**src/rtl/lw_sram_pkg.sv**
```systemverilog
package lw_sram_pkg;
  typedef enum logic [1:0] {
    OP_NONE  = 2'd0,
    OP_READ  = 2'd1,
    OP_WRITE = 2'd2
  } op_e;
endpackage

```
**src/rtl/lw_sram_decode.sv**
```systemverilog
module lw_sram_decode
  import lw_sram_pkg::*;
(
  input  logic csa_n,
  input  logic csb,
  input  logic csc_n,
  input  logic start_n,
  input  logic we_n,
  output op_e  op
);
  logic selected;

  assign selected = !csa_n && csb && !csc_n;

  always_comb begin
    op = OP_NONE;
    if (selected && !start_n) begin
      op = we_n ? OP_READ : OP_WRITE;
    end
  end
endmodule

```
**src/rtl/lw_sram_pipe.sv**
```systemverilog
module lw_sram_pipe
  import lw_sram_pkg::*;
#(
  parameter int ADDR_W = 8,
  parameter int LANES  = 2
) (
  input  logic              clk,
  input  logic              rst_n,
  input  logic              hold,
  input  op_e               op_in,
  input  logic [ADDR_W-1:0] addr_in,
  input  logic [LANES-1:0]  lane_en_in,
  output op_e               s1_op,
  output logic [ADDR_W-1:0] s1_addr,
  output logic              s2_wr,
  output logic [ADDR_W-1:0] s2_addr,
  output logic [LANES-1:0]  s2_lane_en,
  output logic              drive_q
);
  logic [LANES-1:0] s1_lane_en;

  // stage 1: registered command
  always_ff @(posedge clk or negedge rst_n) begin
    if (!rst_n) begin
      s1_op      <= OP_NONE;
      s1_addr    <= '0;
      s1_lane_en <= '0;
    end else if (!hold) begin
      s1_op      <= op_in;
      s1_addr    <= addr_in;
      s1_lane_en <= lane_en_in;
    end
  end

  // stage 2: write waiting for its data; drive flag for the read output
  always_ff @(posedge clk or negedge rst_n) begin
    if (!rst_n) begin
      s2_wr      <= 1'b0;
      s2_addr    <= '0;
      s2_lane_en <= '0;
      drive_q    <= 1'b0;
    end else if (!hold) begin
      s2_wr      <= (s1_op == OP_WRITE);
      s2_addr    <= s1_addr;
      s2_lane_en <= s1_lane_en;
      drive_q    <= (s1_op == OP_READ);
    end
  end

  AST_WRITE_ADVANCES: assert property (@(posedge clk) disable iff (!rst_n)
    (!hold && s1_op == OP_WRITE) |=> s2_wr);
  AST_READ_DRIVES: assert property (@(posedge clk) disable iff (!rst_n)
    (!hold && s1_op == OP_READ) |=> drive_q);
  AST_IDLE_RELEASES: assert property (@(posedge clk) disable iff (!rst_n)
    (!hold && s1_op != OP_READ) |=> !drive_q);
  AST_STALL_FREEZES: assert property (@(posedge clk) disable iff (!rst_n)
    hold |=> ($stable(s1_op) && $stable(s2_wr) && $stable(drive_q) && $stable(s2_addr)));
endmodule

```
**src/rtl/lw_sram_array.sv**
```systemverilog
module lw_sram_array #(
  parameter int ADDR_W = 8,
  parameter int LANES  = 2,
  parameter int LANE_W = 9
) (
  input  logic                    clk,
  input  logic                    hold,
  input  logic                    wr_en,
  input  logic [ADDR_W-1:0]       wr_addr,
  input  logic [LANES-1:0]        wr_lane_en,
  input  logic [LANES*LANE_W-1:0] wr_data,
  input  logic [ADDR_W-1:0]       rd_addr,
  output logic [LANES*LANE_W-1:0] rd_word
);
  localparam int DEPTH = 1 << ADDR_W;

  for (genvar g = 0; g < LANES; g++) begin : g_lane
    logic [LANE_W-1:0] mem [DEPTH];

    always_ff @(posedge clk) begin
      if (!hold && wr_en && wr_lane_en[g]) begin
        mem[wr_addr] <= wr_data[g*LANE_W +: LANE_W];
      end
    end

    assign rd_word[g*LANE_W +: LANE_W] = mem[rd_addr];
  end
endmodule

```
**src/rtl/lw_sram_merge.sv**
```systemverilog
module lw_sram_merge #(
  parameter int LANES  = 2,
  parameter int LANE_W = 9
) (
  input  logic                    hit,
  input  logic [LANES-1:0]        lane_en,
  input  logic [LANES*LANE_W-1:0] base,
  input  logic [LANES*LANE_W-1:0] upd,
  output logic [LANES*LANE_W-1:0] merged
);
  for (genvar g = 0; g < LANES; g++) begin : g_lane
    assign merged[g*LANE_W +: LANE_W] = (hit && lane_en[g]) ?
      upd[g*LANE_W +: LANE_W] : base[g*LANE_W +: LANE_W];
  end
endmodule

```
**src/rtl/lw_sram.sv**
```systemverilog
module lw_sram
  import lw_sram_pkg::*;
#(
  parameter int ADDR_W = 8,
  parameter int LANES  = 2,
  parameter int LANE_W = 9
) (
  input  logic                    clk,
  input  logic                    rst_n,
  input  logic                    cke_n,
  input  logic                    csa_n,
  input  logic                    csb,
  input  logic                    csc_n,
  input  logic                    start_n,
  input  logic                    we_n,
  input  logic [LANES-1:0]        lane_we_n,
  input  logic [ADDR_W-1:0]       addr,
  input  logic [LANES*LANE_W-1:0] wdata,
  input  logic                    oe_n,
  output logic [LANES*LANE_W-1:0] rdata,
  output logic                    bus_drive
);
  localparam int DATA_W = LANES * LANE_W;

  logic              hold;
  op_e               op_in;
  op_e               s1_op;
  logic [ADDR_W-1:0] s1_addr;
  logic              s2_wr;
  logic [ADDR_W-1:0] s2_addr;
  logic [LANES-1:0]  s2_lane_en;
  logic              drive_q;
  logic [DATA_W-1:0] array_word;
  logic [DATA_W-1:0] rd_merged;
  logic [DATA_W-1:0] rdata_q;
  logic              fwd_hit;

  assign hold = cke_n;

  lw_sram_decode u_decode (
    .csa_n   (csa_n),
    .csb     (csb),
    .csc_n   (csc_n),
    .start_n (start_n),
    .we_n    (we_n),
    .op      (op_in)
  );

  lw_sram_pipe #(.ADDR_W(ADDR_W), .LANES(LANES)) u_pipe (
    .clk        (clk),
    .rst_n      (rst_n),
    .hold       (hold),
    .op_in      (op_in),
    .addr_in    (addr),
    .lane_en_in (~lane_we_n),
    .s1_op      (s1_op),
    .s1_addr    (s1_addr),
    .s2_wr      (s2_wr),
    .s2_addr    (s2_addr),
    .s2_lane_en (s2_lane_en),
    .drive_q    (drive_q)
  );

  lw_sram_array #(.ADDR_W(ADDR_W), .LANES(LANES), .LANE_W(LANE_W)) u_array (
    .clk        (clk),
    .hold       (hold),
    .wr_en      (s2_wr),
    .wr_addr    (s2_addr),
    .wr_lane_en (s2_lane_en),
    .wr_data    (wdata),
    .rd_addr    (s1_addr),
    .rd_word    (array_word)
  );

  // a write taking its data on this edge overlaps a read of the same word
  assign fwd_hit = s2_wr && (s2_addr == s1_addr);

  lw_sram_merge #(.LANES(LANES), .LANE_W(LANE_W)) u_merge (
    .hit     (fwd_hit),
    .lane_en (s2_lane_en),
    .base    (array_word),
    .upd     (wdata),
    .merged  (rd_merged)
  );

  always_ff @(posedge clk or negedge rst_n) begin
    if (!rst_n) begin
      rdata_q <= '0;
    end else if (!hold && s1_op == OP_READ) begin
      rdata_q <= rd_merged;
    end
  end

  assign rdata     = rdata_q;
  assign bus_drive = drive_q && !oe_n;

  AST_START_GATED: assert property (@(posedge clk) disable iff (!rst_n)
    (!cke_n && (start_n || csa_n || !csb || csc_n)) |=> (s1_op == OP_NONE));
  AST_WRITE_RELEASE: assert property (@(posedge clk) disable iff (!rst_n)
    (!cke_n && s1_op == OP_WRITE) |=> !bus_drive);
  AST_RDATA_FROZEN: assert property (@(posedge clk) disable iff (!rst_n)
    cke_n |=> $stable(rdata));
endmodule

```
**config.mk**
```make
export PLATFORM = sky130hd
export DESIGN_NAME = lw_sram
export DESIGN_NICKNAME = d
export VERILOG_FILES = /design/src/rtl/lw_sram_pkg.sv /design/src/rtl/lw_sram_decode.sv /design/src/rtl/lw_sram_pipe.sv /design/src/rtl/lw_sram_array.sv /design/src/rtl/lw_sram_merge.sv /design/src/rtl/lw_sram.sv
export SDC_FILE = /design/constraint.sdc
export NUM_CORES = 2
export LEC_CHECK = 0
export CELL_PAD_IN_SITES_DETAIL_PLACEMENT = 2
export CELL_PAD_IN_SITES_GLOBAL_PLACEMENT = 2
export CORE_MARGIN = 2
export CORE_UTILIZATION = 40
export CTS_BUF_LIST = sky130_fd_sc_hd__clkbuf_4
export CTS_CLUSTER_DIAMETER = 100
export CTS_CLUSTER_SIZE = 25
export DETAILED_ROUTE_END_ITERATION = 6
export GPL_ROUTABILITY_DRIVEN = 0
export HOLD_SLACK_MARGIN = 0.06
export PLACE_DENSITY_LB_ADDON = 0.15
export REMOVE_ABC_BUFFERS = 1
export SLEW_MARGIN = 25
export SYNTH_ARGS = -nofsm -noshare
export SYNTH_HDL_FRONTEND = slang
export SYNTH_MEMORY_MAX_BITS = 65536
export SYNTH_SLANG_ARGS = --single-unit
```
**constraint.sdc**
```tcl
create_clock -name clk -period 4.2 [get_ports clk]
set_input_delay 0.84 -clock clk [delete_from_list [all_inputs] [get_ports clk]]
set_output_delay 0.84 -clock clk [all_outputs]
set_load 0.02 [all_outputs]
```
After elaboration in Yosys (flattened, before gate mapping)
Memory sizes are Yosys's and may differ from the RTL's. A register that Yosys moved wholly into a read port is not among the register bits.
Index checks and enable logic that the tools add are counted.
{ "op_classes": {"eq_ne": 2, "bitwise": 1, "n_mux": 6, "reduce_logical": 15} }
{ "op_table": {"columns": ["op", "n"], "rows": [
  ["1-bit logical AND", 8],
  ["1-bit zero test", 7],
  ["1-bit 2-to-1 mux", 4],
  ["2-bit 2-to-1 mux", 2],
  ["2-bit by 1-bit equality test with 1-bit output (second input constant)", 1],
  ["2-bit equality test (second input constant)", 1],
  ["2-bit inverter", 1]
]} }
{ "totals": {"word_cells": 33, "ff_bits": 24, "ram_bits": 4608, "mem_count": 2, "in_bits": 37, "out_inout_bits": 19} }
{ "memory_table": {"columns": ["memory", "depth", "word_bits", "rd", "rd_clocked_by_memory_dff", "write_ports", "line", "text"], "rows": [
  ["u_array.g_lane[0].mem", 256, 9, 1, 1, 1, "lw_sram_array.sv:18", "logic [LANE_W-1:0] mem [DEPTH];"],
  ["u_array.g_lane[1].mem", 256, 9, 1, 1, 1, "lw_sram_array.sv:18", null]
]} }

Depth between registers and ports, before layout
{ "depth": {"ltp_word": 5, "mapped_depth": 13, "mapped_depth_nobuf": 7} }

By module
Synthesis repeated with hierarchy kept, for this count alone.
{ "unflattened": {"cells_unflattened": 8641, "area_unflattened_um2": 180672.0} }
{ "by_module_without_submodules": {"columns": ["mod", "seq_area_each_um2", "n_inst", "cells_per_inst", "area_each_um2"], "rows": [
  ["lw_sram_array", 138372.7, 1, 8509, 178611.3],
  ["lw_sram_pipe", 600.6, 1, 55, 980.9],
  ["lw_sram", 450.4, 1, 54, 838.3],
  ["lw_sram_merge", 0.0, 1, 20, 215.2],
  ["lw_sram_decode", 0.0, 1, 3, 26.3]
]} }

Worst setup path after synthesis
OpenSTA, ideal clock, no wires.
{ "synth_path": {"kind": "input port to flip-flop", "start": "in cke_n", "end": "mem u_array.g_lane[0].mem[54][0], enable pin", "required_ns": 3.826, "cell_stages": 6, "setup_slack_ns": 1.461, "setup_time_ns": 0.374, "t_arrival_ns": 2.364, "cell_sequence": "nor2b_1 -> nand2_1 -> nor3_1 -> nand3_1 -> clkbuf_1 -> nor2_1"} }
{ "synth_between": {"elab_chain_len": 5} }
{ "synth_rtl": {"columns": ["item", "line", "text"], "rows": [
  ["start: declaration", "lw_sram.sv:10", "input logic cke_n,"],
  ["1-bit zero test", "lw_sram_array.sv:21", "if (!hold && wr_en && wr_lane_en[g]) begin"],
  ["1-bit logical AND (2 in series)", "lw_sram_array.sv:21", null],
  ["1-bit 2-to-1 mux", "lw_sram_array.sv:21", null],
  ["1-bit 2-to-1 mux (implied by the code)", "lw_sram_array.sv:22", "mem[wr_addr] <= wr_data[g*LANE_W +: LANE_W];"],
  ["end: declaration", "lw_sram_array.sv:18", null]
]} }
No other way between the ends.

Worst setup path after layout
{ "layout_path": {"start": "reg rdata_q[16] (netlist: rdata[16]), read port of u_array.g_lane[1].mem", "end": "out rdata[16]"} }
{ "layout_lines": {"columns": ["item", "line", "text"], "rows": [
  ["start: declaration", "lw_sram.sv:35", "logic [DATA_W-1:0] rdata_q;"],
  ["end: declaration", "lw_sram.sv:20", "output logic [LANES*LANE_W-1:0] rdata,"]
]} }
No word-level cell between the ends.

==> flow_summary.yaml <==
critical_path:
  max_stage_delay_ns: 0.80
  crit_buf_inv: 1
  endpoint_kind: "output port"
  cp-start-kind: "flip-flop"
  path_max_fanout: 2
  critPathSlowestCell: "dfrtp_1"
  crit_family: "flip-flops"
  worstPathRequired_ns: 3.36
  arrival_ns: 3.14
  crit_type: "flip-flop to output port"
  ff2ff_setup_slack_ns: 0.28
  cp_cell_sequence: "clkdlybuf4s50_1"
die:
  die_w_microns: 675
  core.rowCount: 246
  dieArea_sq_um: 455000
  io_pins: 56
  start_util_pct: 40.1
  die_h_microns: 675
  coreArea_sq_um: 448000
grt:
  grt_pass1_vias: 96700
  grt_max_degree: 163
  antenna_found_initial: 47
  overflow: 0
  grt_pass1_wl_mm: 795
  track_usage_pct: 24.8
placed_design:
  pre_cts_slack_ns: 0.184
  postPlaceCellArea_sq_um: 194000
  dpl.hpwl_mm: 369
  port_buffers: 55
yosys:
  synth_top_family_by_area: "multiplexers"
  synth_adder_area_share_pct: 0
  syn_area_per_cell_sq_um: 21.3
  muxShareOfSynthArea_pct: 15.3
  synth_top_flop_cell: "edfxtp_1"
  synthXorXnorAreaFrac_pct: 0.0389
  synth-edff-count: 4608
  synth_cells: 8449
  synthSimpleGateAreaFrac_pct: 2.61
  synth_compound_area_share_pct: 2.95
  ys_ff_latch: 4650
  synth_cell_type_count: 75
  synth.cell_area_sq_um: 180000
  yosys_warnings: 0
  synthArstFlopShare_pct: 0.903
  synth-seq-area-share_pct: 77.5
cts:
  htree_levels: 4
  cts_tree: "done"
  cts_sinks: 4650
  clkLatencyLatePin_ns: 1.67
  cts_setup_buffers: 0
  cts_buffer_depth: 4
  cts_buffers: 211
  cts-root-buf: "clkbuf_4"
  clk_pin_slew_ns: 0.28
cells_and_area:
  syn_to_final_growth_pct: 9.49
  nets: 9236
  final_area_sq_um: 197000
  nFillCells: 40500
  drive_above_1_share_pct: 28.2
hold_path:
  hold_class: "primary input to flip-flop"
route:
  viasPerCell: 5.95
  drc: 0
  postRouteWirelength_mm: 569
  drtIter0Drc: 10000
  met3_length_mm: 28.8
  dr.pass1.iters: 5
  highest_layer: "met5"
  met2_length_mm: 281
  drtAntennaViolNets: 0
  vias: 90900
  wl_met1_mm: 246
  wl_per_cell_microns: 37.2
sta:
  rsz0062_at_grt: "false"
  setup_ws_ns: 0.220
  hold_viol: 0
  worst_pin_slew_ns: 1.15
  relSlewSlack_pct: 23.4
  fin_crit_ns: 3.98
  setup_violations: 0
  skew_ns: 0.160
  fmax_ghz: 0.251
  finalCritPeriodShare_pct: 94.8
  slew_violations: 0
job:
  cap_violations: 0
power:
  power.density_nw_per_um2: 395
  power.leakage_nw: 60.4
  vdd_drop_max_mv: 0.256
status:
  status: "complete, no violations"
==> cells by family (layout without fill, tap and decap cells) <==
family | count (synthesis) | in the layout
muxes | 1460 | 1460
xor gates and xnor gates | 8 | 8
and+or+nand+nor | 1052 | 1052
AOI/OAI and AO/OA | 747 | 747
other | 0 | 22
buffers and inverters | 532 | 1392
DFF | 4650 | 4650
==> sequential cells by signal, indices dropped and copies added (netlist names) <==
register,count
rdata,18
u_pipe.s1_addr,8
u_pipe.s2_addr,8
u_array.g_lane.mem,4608
u_pipe.drive_q,1
u_pipe.s1_op,2
u_pipe.s2_lane_en,2
u_pipe.s2_wr,1
u_pipe.s1_lane_en,2
==> power breakdown <==
group | switching, mW | internal (mW) | leakage, nW
Sequential | 0.353 | 51.0 | 41.9
Combinational | 5.79 | 3.40 | 17.0
Clock | 13.7 | 3.41 | 1.50
Total | 19.9 | 57.9 | 60.4
==> synthesized netlist by cell type, drive strengths merged, types with 14 or more instances <==
library cell | n | area (sq um)
a211oi | 52 | 390
a22o | 46 | 403
o22ai | 194 | 1210
nor4 | 38 | 238
a221oi | 38 | 333
o31ai | 34 | 255
a2111oi | 32 | 293
o211ai | 42 | 315
mux2i | 215 | 2150
nor3b | 15 | 123
mux4 | 1012 | 22800
dfrtp | 42 | 1050
edfxtp | 4608 | 138000
nand2 | 108 | 408
mux2 | 233 | 2620
buf | 330 | 2150
a22oi | 115 | 863
nor2 | 660 | 2480
nor2b | 50 | 313
o21ai | 71 | 355
a21oi | 51 | 255
nor3 | 74 | 370
clkbuf | 198 | 743
o21a | 18 | 135
nand3 | 33 | 165
o31a | 14 | 123
==> through the flow <==
step	TNS, ns	power [mW]	util, %	hold slack (ns)	std cells
floorplan	-824.37	61.0	-	0.442	7921
global placement	-1.59	61.4	43.2	0.476	14900
detailed placement	0	61.6	43.3	0.493	14900
CTS	0	78.4	43.9	0.0649	15300
global route	0	79.8	43.9	0.0713	15300
finish	0	77.7	43.9	0.159	15300
==> layer usage <==
metal	vias up	GRT usage (%)
li1	36500	-
met1	51100	35.3
met2	2803	41.6
met3	500	2.41
met4	26	5.30
met5	-	0
==> cell usage in the layout (no fill, tap or decap), drive strengths merged, types with 74 or more instances in the layout <==
cell	count
edfxtp	4608
mux4	1012
buf	992
nor2	660
clkbuf	302
mux2	233
mux2i	215
o22ai	194
a22oi	115
nand2	108
nor3	74
==> worst paths after layout <==
path,from,end,depth (start not counted)
max,rdata[16],rdata[16],1
min reg2reg,u_pipe.s1_lane_en[1],u_pipe.s1_lane_en[1],2
max in group asynchronous,rst_n,u_pipe.s1_addr[5],4
max reg2reg,u_pipe.s1_addr[0],rdata[15],9
min in group asynchronous,rst_n,rdata[6],4
min,wdata[1],u_array.g_lane[0].mem[178][1],2
==> area by class of cell <==
cell class / count / area, sq um / share of cell area, %
Sequential cell: 4650 / 139000 / 70.8
Multi-Input combinational cell: 3267 / 37900 / 19.2
Timing Repair Buffer: 1065 / 9690 / 4.92
Tap cell: 5952 / 7450 / 3.78
Clock buffer: 302 / 2270 / 1.15
Clock inverter: 21 / 220 / 0.112
Antenna cell: 22 / 55.1 / 0.0279
Inverter: 4 / 15.0 / 0.00762
==> timing repair <==
action / in CTS / in global routing
setup endpoints to repair: 4 / 0
hold endpoints to repair: 4550 / 9
hold buffers: 40 / 1
resized for setup: 4 / 0
Note: power is estimated with default switching activity, not from simulation.
